<file path="src/rtl/prdw_pkg.sv">
package prdw_pkg;

    typedef enum logic [0:0] {
        ST_RUN  = 1'b0,
        ST_FIRE = 1'b1
    } prdw_state_e;

endpackage

</file>
<file path="src/rtl/prdw_divider.sv">
module prdw_divider #(
    parameter int W        = 14,
    parameter int CLR_BITS = 4
) (
    input  logic         clk,
    input  logic         rst_n,
    input  logic         clr_hi_i,
    input  logic         pulse_i,
    output logic [W-1:0] cnt_o,
    output logic         wrap_o
);
    localparam int LO_W = W - CLR_BITS;

    logic [W-1:0] cnt_q;
    logic [W-1:0] cnt_inc;

    assign cnt_inc = cnt_q + W'(1);

    always_ff @(posedge clk or negedge rst_n) begin
        if (!rst_n) begin
            cnt_q <= '0;
        end else if (pulse_i) begin
            cnt_q <= '0;
        end else if (clr_hi_i) begin
            cnt_q <= {{CLR_BITS{1'b0}}, cnt_inc[LO_W-1:0]};
        end else begin
            cnt_q <= cnt_inc;
        end
    end

    assign cnt_o  = cnt_q;
    assign wrap_o = (&cnt_q) && !clr_hi_i && !pulse_i;

    // plain step when nothing clears the prescaler
    assert_count_step_R1: assert property (@(posedge clk) disable iff (!rst_n)
        (!pulse_i && !clr_hi_i) |=> (cnt_q == $past(cnt_q) + W'(1)));

    // upper stages zeroed, lower stages keep counting
    assert_upper_clear_R4: assert property (@(posedge clk) disable iff (!rst_n)
        (clr_hi_i && !pulse_i) |=> ((cnt_q[W-1:LO_W] == '0) &&
            (cnt_q[LO_W-1:0] == $past(cnt_q[LO_W-1:0]) + LO_W'(1))));

    // the reset pulse empties the prescaler
    assert_pulse_clears_div_R7: assert property (@(posedge clk) disable iff (!rst_n)
        pulse_i |=> (cnt_q == '0));
endmodule

</file>
<file path="src/rtl/prdw_watchdog.sv">
module prdw_watchdog #(
    parameter int W = 4
) (
    input  logic clk,
    input  logic rst_n,
    input  logic tap_lo_i,
    input  logic tap_hi_i,
    input  logic sel_i,
    input  logic clr_i,
    output logic carry_o
);
    logic [W-1:0] wdt_q;
    logic         tap;
    logic         tap_q;
    logic         rise;

    assign tap  = sel_i ? tap_hi_i : tap_lo_i;
    assign rise = tap && !tap_q;

    always_ff @(posedge clk or negedge rst_n) begin
        if (!rst_n) begin
            tap_q <= 1'b0;
        end else begin
            tap_q <= tap;
        end
    end

    always_ff @(posedge clk or negedge rst_n) begin
        if (!rst_n) begin
            wdt_q <= '0;
        end else if (clr_i) begin
            wdt_q <= '0;
        end else if (rise) begin
            wdt_q <= wdt_q + W'(1);
        end
    end

    assign carry_o = rise && (&wdt_q) && !clr_i;

    // any clear empties the watchdog on the next edge
    assert_wdt_clear_R6: assert property (@(posedge clk) disable iff (!rst_n)
        clr_i |=> (wdt_q == '0));

    // the watchdog only moves on a tap rising edge
    assert_wdt_hold_R5: assert property (@(posedge clk) disable iff (!rst_n)
        (!clr_i && !rise) |=> $stable(wdt_q));

    // a tap edge without a clear advances the count by one
    assert_wdt_step_R5: assert property (@(posedge clk) disable iff (!rst_n)
        (!clr_i && rise) |=> (wdt_q == $past(wdt_q) + W'(1)));
endmodule

</file>
<file path="src/rtl/prdw_event.sv">
module prdw_event (
    input  logic clk,
    input  logic rst_n,
    input  logic set_i,
    input  logic clr_i,
    input  logic int_en_i,
    input  logic hold_en_i,
    output logic flag_o,
    output logic int_o,
    output logic hold_o
);
    logic flag_q;

    always_ff @(posedge clk or negedge rst_n) begin
        if (!rst_n) begin
            flag_q <= 1'b0;
        end else if (set_i) begin
            flag_q <= 1'b1;
        end else if (clr_i) begin
            flag_q <= 1'b0;
        end
    end

    assign flag_o = flag_q;
    assign int_o  = flag_q & int_en_i;
    assign hold_o = flag_q & hold_en_i;

    // the flag only rises after a prescaler wrap
    assert_evt_cause_R2: assert property (@(posedge clk) disable iff (!rst_n)
        $rose(flag_q) |-> $past(set_i));

    // set wins over a simultaneous clear
    assert_evt_set_wins_R2: assert property (@(posedge clk) disable iff (!rst_n)
        set_i |=> flag_q);

    // a clear without a wrap drops the flag
    assert_evt_clear_R2: assert property (@(posedge clk) disable iff (!rst_n)
        (clr_i && !set_i) |=> !flag_q);
endmodule

</file>
<file path="src/rtl/prdw_reset_fsm.sv">
module prdw_reset_fsm
    import prdw_pkg::*;
#(
    parameter bit WDT_EN = 1'b1
) (
    input  logic clk,
    input  logic rst_n,
    input  logic carry_i,
    output logic pulse_o
);
    prdw_state_e state_q;
    prdw_state_e state_d;
    logic        fire;

    generate
        if (WDT_EN) begin : g_wdt_on
            assign fire = carry_i;
        end else begin : g_wdt_off
            assign fire = 1'b0;
        end
    endgenerate

    always_ff @(posedge clk or negedge rst_n) begin
        if (!rst_n) begin
            state_q <= ST_RUN;
        end else begin
            state_q <= state_d;
        end
    end

    always_comb begin
        state_d = state_q;
        unique case (state_q)
            ST_RUN:  state_d = fire ? ST_FIRE : ST_RUN;
            ST_FIRE: state_d = ST_RUN;
            default: state_d = ST_RUN;
        endcase
    end

    always_comb begin
        pulse_o = 1'b0;
        unique case (state_q)
            ST_RUN:  pulse_o = 1'b0;
            ST_FIRE: pulse_o = 1'b1;
            default: pulse_o = 1'b0;
        endcase
    end

    // the reset pulse is a single cycle wide
    assert_pulse_single_R7: assert property (@(posedge clk) disable iff (!rst_n)
        pulse_o |=> !pulse_o);

    // a pulse starts only after a watchdog carry
    assert_pulse_cause_R5: assert property (@(posedge clk) disable iff (!rst_n)
        $rose(pulse_o) |-> $past(carry_i));

    // a disabled watchdog never starts a pulse
    assert_pulse_enabled_R8: assert property (@(posedge clk) disable iff (!rst_n)
        $rose(pulse_o) |-> WDT_EN);
endmodule

</file>
<file path="src/rtl/prdw_top.sv">
module prdw_top #(
    parameter int DIV_W      = 14,
    parameter int CLR_BITS   = 4,
    parameter int WDT_W      = 4,
    parameter int TAP_LO_DIV = 2048,
    parameter int TAP_HI_DIV = 16384,
    parameter bit WDT_EN     = 1'b1
) (
    input  logic clk,
    input  logic rst_n,
    input  logic clr_div_i,
    input  logic clr_wdt_i,
    input  logic clr_evt_i,
    input  logic int_en_i,
    input  logic hold_en_i,
    input  logic tap_sel_i,
    output logic evt_flag_o,
    output logic int_req_o,
    output logic hold_req_o,
    output logic sys_rst_o
);
    localparam int TAP_LO_IDX = $clog2(TAP_LO_DIV) - 1;
    localparam int TAP_HI_IDX = $clog2(TAP_HI_DIV) - 1;

    logic [DIV_W-1:0] div_cnt;
    logic             div_wrap;
    logic             wdt_carry;
    logic             wdt_clr;
    logic             rst_pulse;

    assign wdt_clr = clr_wdt_i | clr_div_i | rst_pulse;

    prdw_divider #(
        .W        (DIV_W),
        .CLR_BITS (CLR_BITS)
    ) u_div (
        .clk      (clk),
        .rst_n    (rst_n),
        .clr_hi_i (clr_div_i),
        .pulse_i  (rst_pulse),
        .cnt_o    (div_cnt),
        .wrap_o   (div_wrap)
    );

    prdw_watchdog #(
        .W (WDT_W)
    ) u_wdt (
        .clk      (clk),
        .rst_n    (rst_n),
        .tap_lo_i (div_cnt[TAP_LO_IDX]),
        .tap_hi_i (div_cnt[TAP_HI_IDX]),
        .sel_i    (tap_sel_i),
        .clr_i    (wdt_clr),
        .carry_o  (wdt_carry)
    );

    prdw_event u_evt (
        .clk       (clk),
        .rst_n     (rst_n),
        .set_i     (div_wrap),
        .clr_i     (clr_evt_i),
        .int_en_i  (int_en_i),
        .hold_en_i (hold_en_i),
        .flag_o    (evt_flag_o),
        .int_o     (int_req_o),
        .hold_o    (hold_req_o)
    );

    prdw_reset_fsm #(
        .WDT_EN (WDT_EN)
    ) u_fsm (
        .clk     (clk),
        .rst_n   (rst_n),
        .carry_i (wdt_carry),
        .pulse_o (rst_pulse)
    );

    assign sys_rst_o = rst_pulse;
endmodule

</file>
<file path="config.mk">
export PLATFORM = sky130hd
export DESIGN_NAME = prdw_top
export DESIGN_NICKNAME = d
export VERILOG_FILES = /design/src/rtl/prdw_pkg.sv /design/src/rtl/prdw_divider.sv /design/src/rtl/prdw_watchdog.sv /design/src/rtl/prdw_event.sv /design/src/rtl/prdw_reset_fsm.sv /design/src/rtl/prdw_top.sv
export SDC_FILE = /design/constraint.sdc
export NUM_CORES = 1
export LEC_CHECK = 0
export ABC_AREA = 0
export BUFFER_PORTS_ARGS = -buffer_cell sky130_fd_sc_hd__buf_2
export CORE_MARGIN = 2
export CORE_UTILIZATION = 45
export DETAILED_ROUTE_END_ITERATION = 16
export GPL_TIMING_DRIVEN = 0
export HOLD_SLACK_MARGIN = 0.06
export PLACE_DENSITY = 0.74
export SKIP_LAST_GASP = 1
export SLEW_MARGIN = 10
export SYNTH_ARGS = -nofsm -noshare
export SYNTH_HDL_FRONTEND = slang
export SYNTH_HIERARCHICAL = 1
export SYNTH_SLANG_ARGS = --single-unit
</file>
<file path="constraint.sdc">
create_clock -name clk -period 4.3 [get_ports clk]
set_input_delay 0.86 -clock clk [delete_from_list [all_inputs] [get_ports clk]]
set_output_delay 0.86 -clock clk [all_outputs]
set_load 0.03 [all_outputs]
</file>
==> run summary <==
number of post-CTS setup repair buffers - 0
CP Capture Type - output pin
timing startpoint of the critical path - int_en_i
kind of critical path - in -> out
final worst path period need - 2.16 ns
antenna-violating nets left - 0
R2R cell count - 5
post-route worst setup slack - 2.14 ns
share of the synthesized area in the top cell type - 0.494
data arrival time at the worst-slack endpoint - 1.30 ns
Relative slew margins - 0.691
most frequent cells in the layout - 21 x sky130_fd_sc_hd__dfrtp_1, 12 x sky130_fd_sc_hd__buf_2, 8 x sky130_fd_sc_hd__or3_1, 7 x sky130_fd_sc_hd__a21oi_1, 6 x sky130_fd_sc_hd__nor2_1
fin util - 0.528
CTS tree - yes
EDFF count, synth - 0
clock root buffer - sky130_fd_sc_hd__clkbuf_4
RD Place Congestion - 0.735
slew at the pin closest to its max-slew limit - 0.464 ns
via count of the first global-routing pass - 716
detailed-route DRC error count - 0
internal power - 238 uW
share of total power consumed by net switching - 0.215
biggest area contributors in the synthesized netlist - sky130_fd_sc_hd__dfrtp_1 49%, sky130_fd_sc_hd__or3_1 4.7%, sky130_fd_sc_hd__a21oi_1 3.3%
portion of total power attributed to combinational logic - 0.035
pin count of the biggest net entering global routing - 22
cts repair resizes - 0
number of hold-slack violations in the final timing report - 0
I/O pin cnt - 12
number of nets in the synthesized netlist - 113
Sequential Power Share - 0.652
FF-to-FF setup slack - 2.68 ns
total clock sinks - 21
core footprint - 2230 sq um
mean number of vias per cell - 5.55
height of the die - 52.6 um
Overall Power - 303 uW
layout overhead on the synthesized area - 10.9%
post-synthesis cell count - 103
clock transition at the registers of the reported paths - 0.12 ns
setup repair after global routing missed its margin - false
Reg-to-Reg End - u_evt/flag_o
detailed-route wire length per cell - 12.8 um
flip-flop and latch count after synthesis - 21
total number of placement rows - 17
fraction of final layout cells with drive strength greater than 1 - 0.186
number of failing setup endpoints in the final timing report - 0
Antenna diodes - 0
die footprint - 2770 sq um
first-pass GRT wire length - 3.17 mm
Final Hold Slack - 0.486 ns
DP Wirelength - 1.33 mm
switching power total - 65.0 uW
violation count after the first detailed-route iteration - 24
reported max-cap violation count - 0
instance area after placement - 1150 sq um
maximum clock rate - 463 MHz
setup slack at placement - 2.14 ns
antenna violations before repair - 0
part of the Yosys area used for sequential elements - 0.494
Final Instance Area - 1180 sq um
worst vdd ir - 0.195 mV
starting density of the core - 0.476
maximum buffer depth of the clock tree - 2
clock power share - 0.313
required time reported for the critical path endpoint - 3.44 ns
overflow left after global routing - 0
outcome - complete, no violations
R2R Path Start - u_div/cnt_o[0]
clock insertion delay at the later pin of the skew report - 0.31 ns
Clock Skews - 0.00767 ns
critical path endpoint - int_req_o
Post-synth ARST share - 1.00
Synth Cell Area - 1060 sq um
number of warnings reported in the yosys synthesis log - 6
global routing usage summed across all routing layers - 0.161
Pleak - 0.515 nW
H-tree level count - 1
maximum fanout along the worst path - 1
Hold WC Path Type - in -> async
Routed WL - 1.87 mm
dpl cells - 142
most common cell after layout, fill and taps aside - sky130_fd_sc_hd__dfrtp_1
Fin Setup TNS - 0 ns
number of port buffers - 11
cell taking the most area after synthesis - sky130_fd_sc_hd__dfrtp_1
Unique masters post-synth - 35
post-cts hold buffer count - 0
startpoint types - primary input
post-layout instance count excluding filler cells - 146
leading register cell type out of synthesis - sky130_fd_sc_hd__dfrtp_1
syn avg cell area - 10.3 sq um
Total Nets Final - 129
width of the die - 52.6 um
iteration count of the initial detailed-routing pass - 4
Max Transition Viols Final - 0
CTS Buf Count - 3
P per Cell Area - 257 nW/um^2
vias after detailed routing - 811
crit share post-route - 0.502
critical path, stage by stage:
cell and delay (ns):
sky130_fd_sc_hd__buf_2 0.10, sky130_fd_sc_hd__and2_2 0.17, sky130_fd_sc_hd__buf_2 0.17
cell families (layout without fill, tap and decap cells):
logic type               count (synthesis)  count (layout)  share of synthesized area
multiplexers                             4               4                     0.0412
AND/OR/NAND/NOR                         45              45                      0.268
adder cells (fa/ha/maj)                  2               2                     0.0235
XOR/XNOR                                 3               3                     0.0247
flip-flops                              21              21                      0.494
AO/OA/AOI/OAI                           21              21                      0.122
buffers and inverters                    7              22                     0.0259
registers in the layout, summed over array words and instances (netlist names):
| signal | flops |
|---|---|
| u_wdt/tap_q | 1 |
| u_div/cnt_o | 14 |
| u_wdt/wdt_q | 4 |
| u_evt/flag_o | 1 |
| u_fsm/state_q | 1 |
worst min path at each step:
| stage | depth (start not counted) | slack, ns | startpoint | end |
|---|---|---|---|---|
| floorplan | 1 | 0.47 | u_div/cnt_o[0] | u_div/cnt_o[0] |
| global placement | 1 | 0.49 | u_div/cnt_o[0] | u_div/cnt_o[0] |
| detailed placement | 1 | 0.49 | u_div/cnt_o[0] | u_div/cnt_o[0] |
| CTS | 1 | 0.50 | rst_n | u_div/cnt_o[2] |
| global route | 1 | 0.50 | rst_n | u_div/cnt_o[2] |
| finish | 1 | 0.49 | rst_n | u_div/cnt_o[2] |
power groups by stage:
stage	sequential, mW	combinational (mW)	clock, mW
floorplan	0.201	0.00290	0
global placement	0.201	0.0106	0
detailed placement	0.201	0.0109	0
CTS	0.197	0.0110	0.0995
global route	0.197	0.0120	0.109
finish	0.197	0.0104	0.0948
cells in the mapped netlist (2+ instances only):
library cell,n
sky130_fd_sc_hd__a21boi_1,2
sky130_fd_sc_hd__a21oi_1,7
sky130_fd_sc_hd__dfrtp_1,21
sky130_fd_sc_hd__ha_1,2
sky130_fd_sc_hd__inv_1,5
sky130_fd_sc_hd__mux2i_1,3
sky130_fd_sc_hd__nand2_1,4
sky130_fd_sc_hd__nand2b_1,2
sky130_fd_sc_hd__nand3_1,3
sky130_fd_sc_hd__nand3_2,2
sky130_fd_sc_hd__nand4b_1,2
sky130_fd_sc_hd__nor2_1,6
sky130_fd_sc_hd__nor3_1,2
sky130_fd_sc_hd__nor4_1,3
sky130_fd_sc_hd__o21ai_0,5
sky130_fd_sc_hd__o31ai_1,4
sky130_fd_sc_hd__or3_1,8
sky130_fd_sc_hd__or4_1,4
sky130_fd_sc_hd__xnor2_1,2
routing by layer:
layer,up-vias,global-route usage,routed length [um]
li1,406,-,-
met1,383,0.209,843
met2,20,0.252,906
met3,2,0.0600,106
met4,0,0.0385,13
met5,-,0,0
final cells by class:
| type | count | area [sq um] |
|---|---|---|
| Fill cell | 221 | 1050 |
| Sequential cell | 21 | 526 |
| Multi-Input combinational cell | 75 | 510 |
| Timing Repair Buffer | 11 | 55.1 |
| Tap cell | 28 | 35.0 |
| Clock buffer | 4 | 26.3 |
| Inverter | 5 | 18.8 |
| Buffer | 2 | 8.76 |
Note: power is estimated with default switching activity, not from simulation.
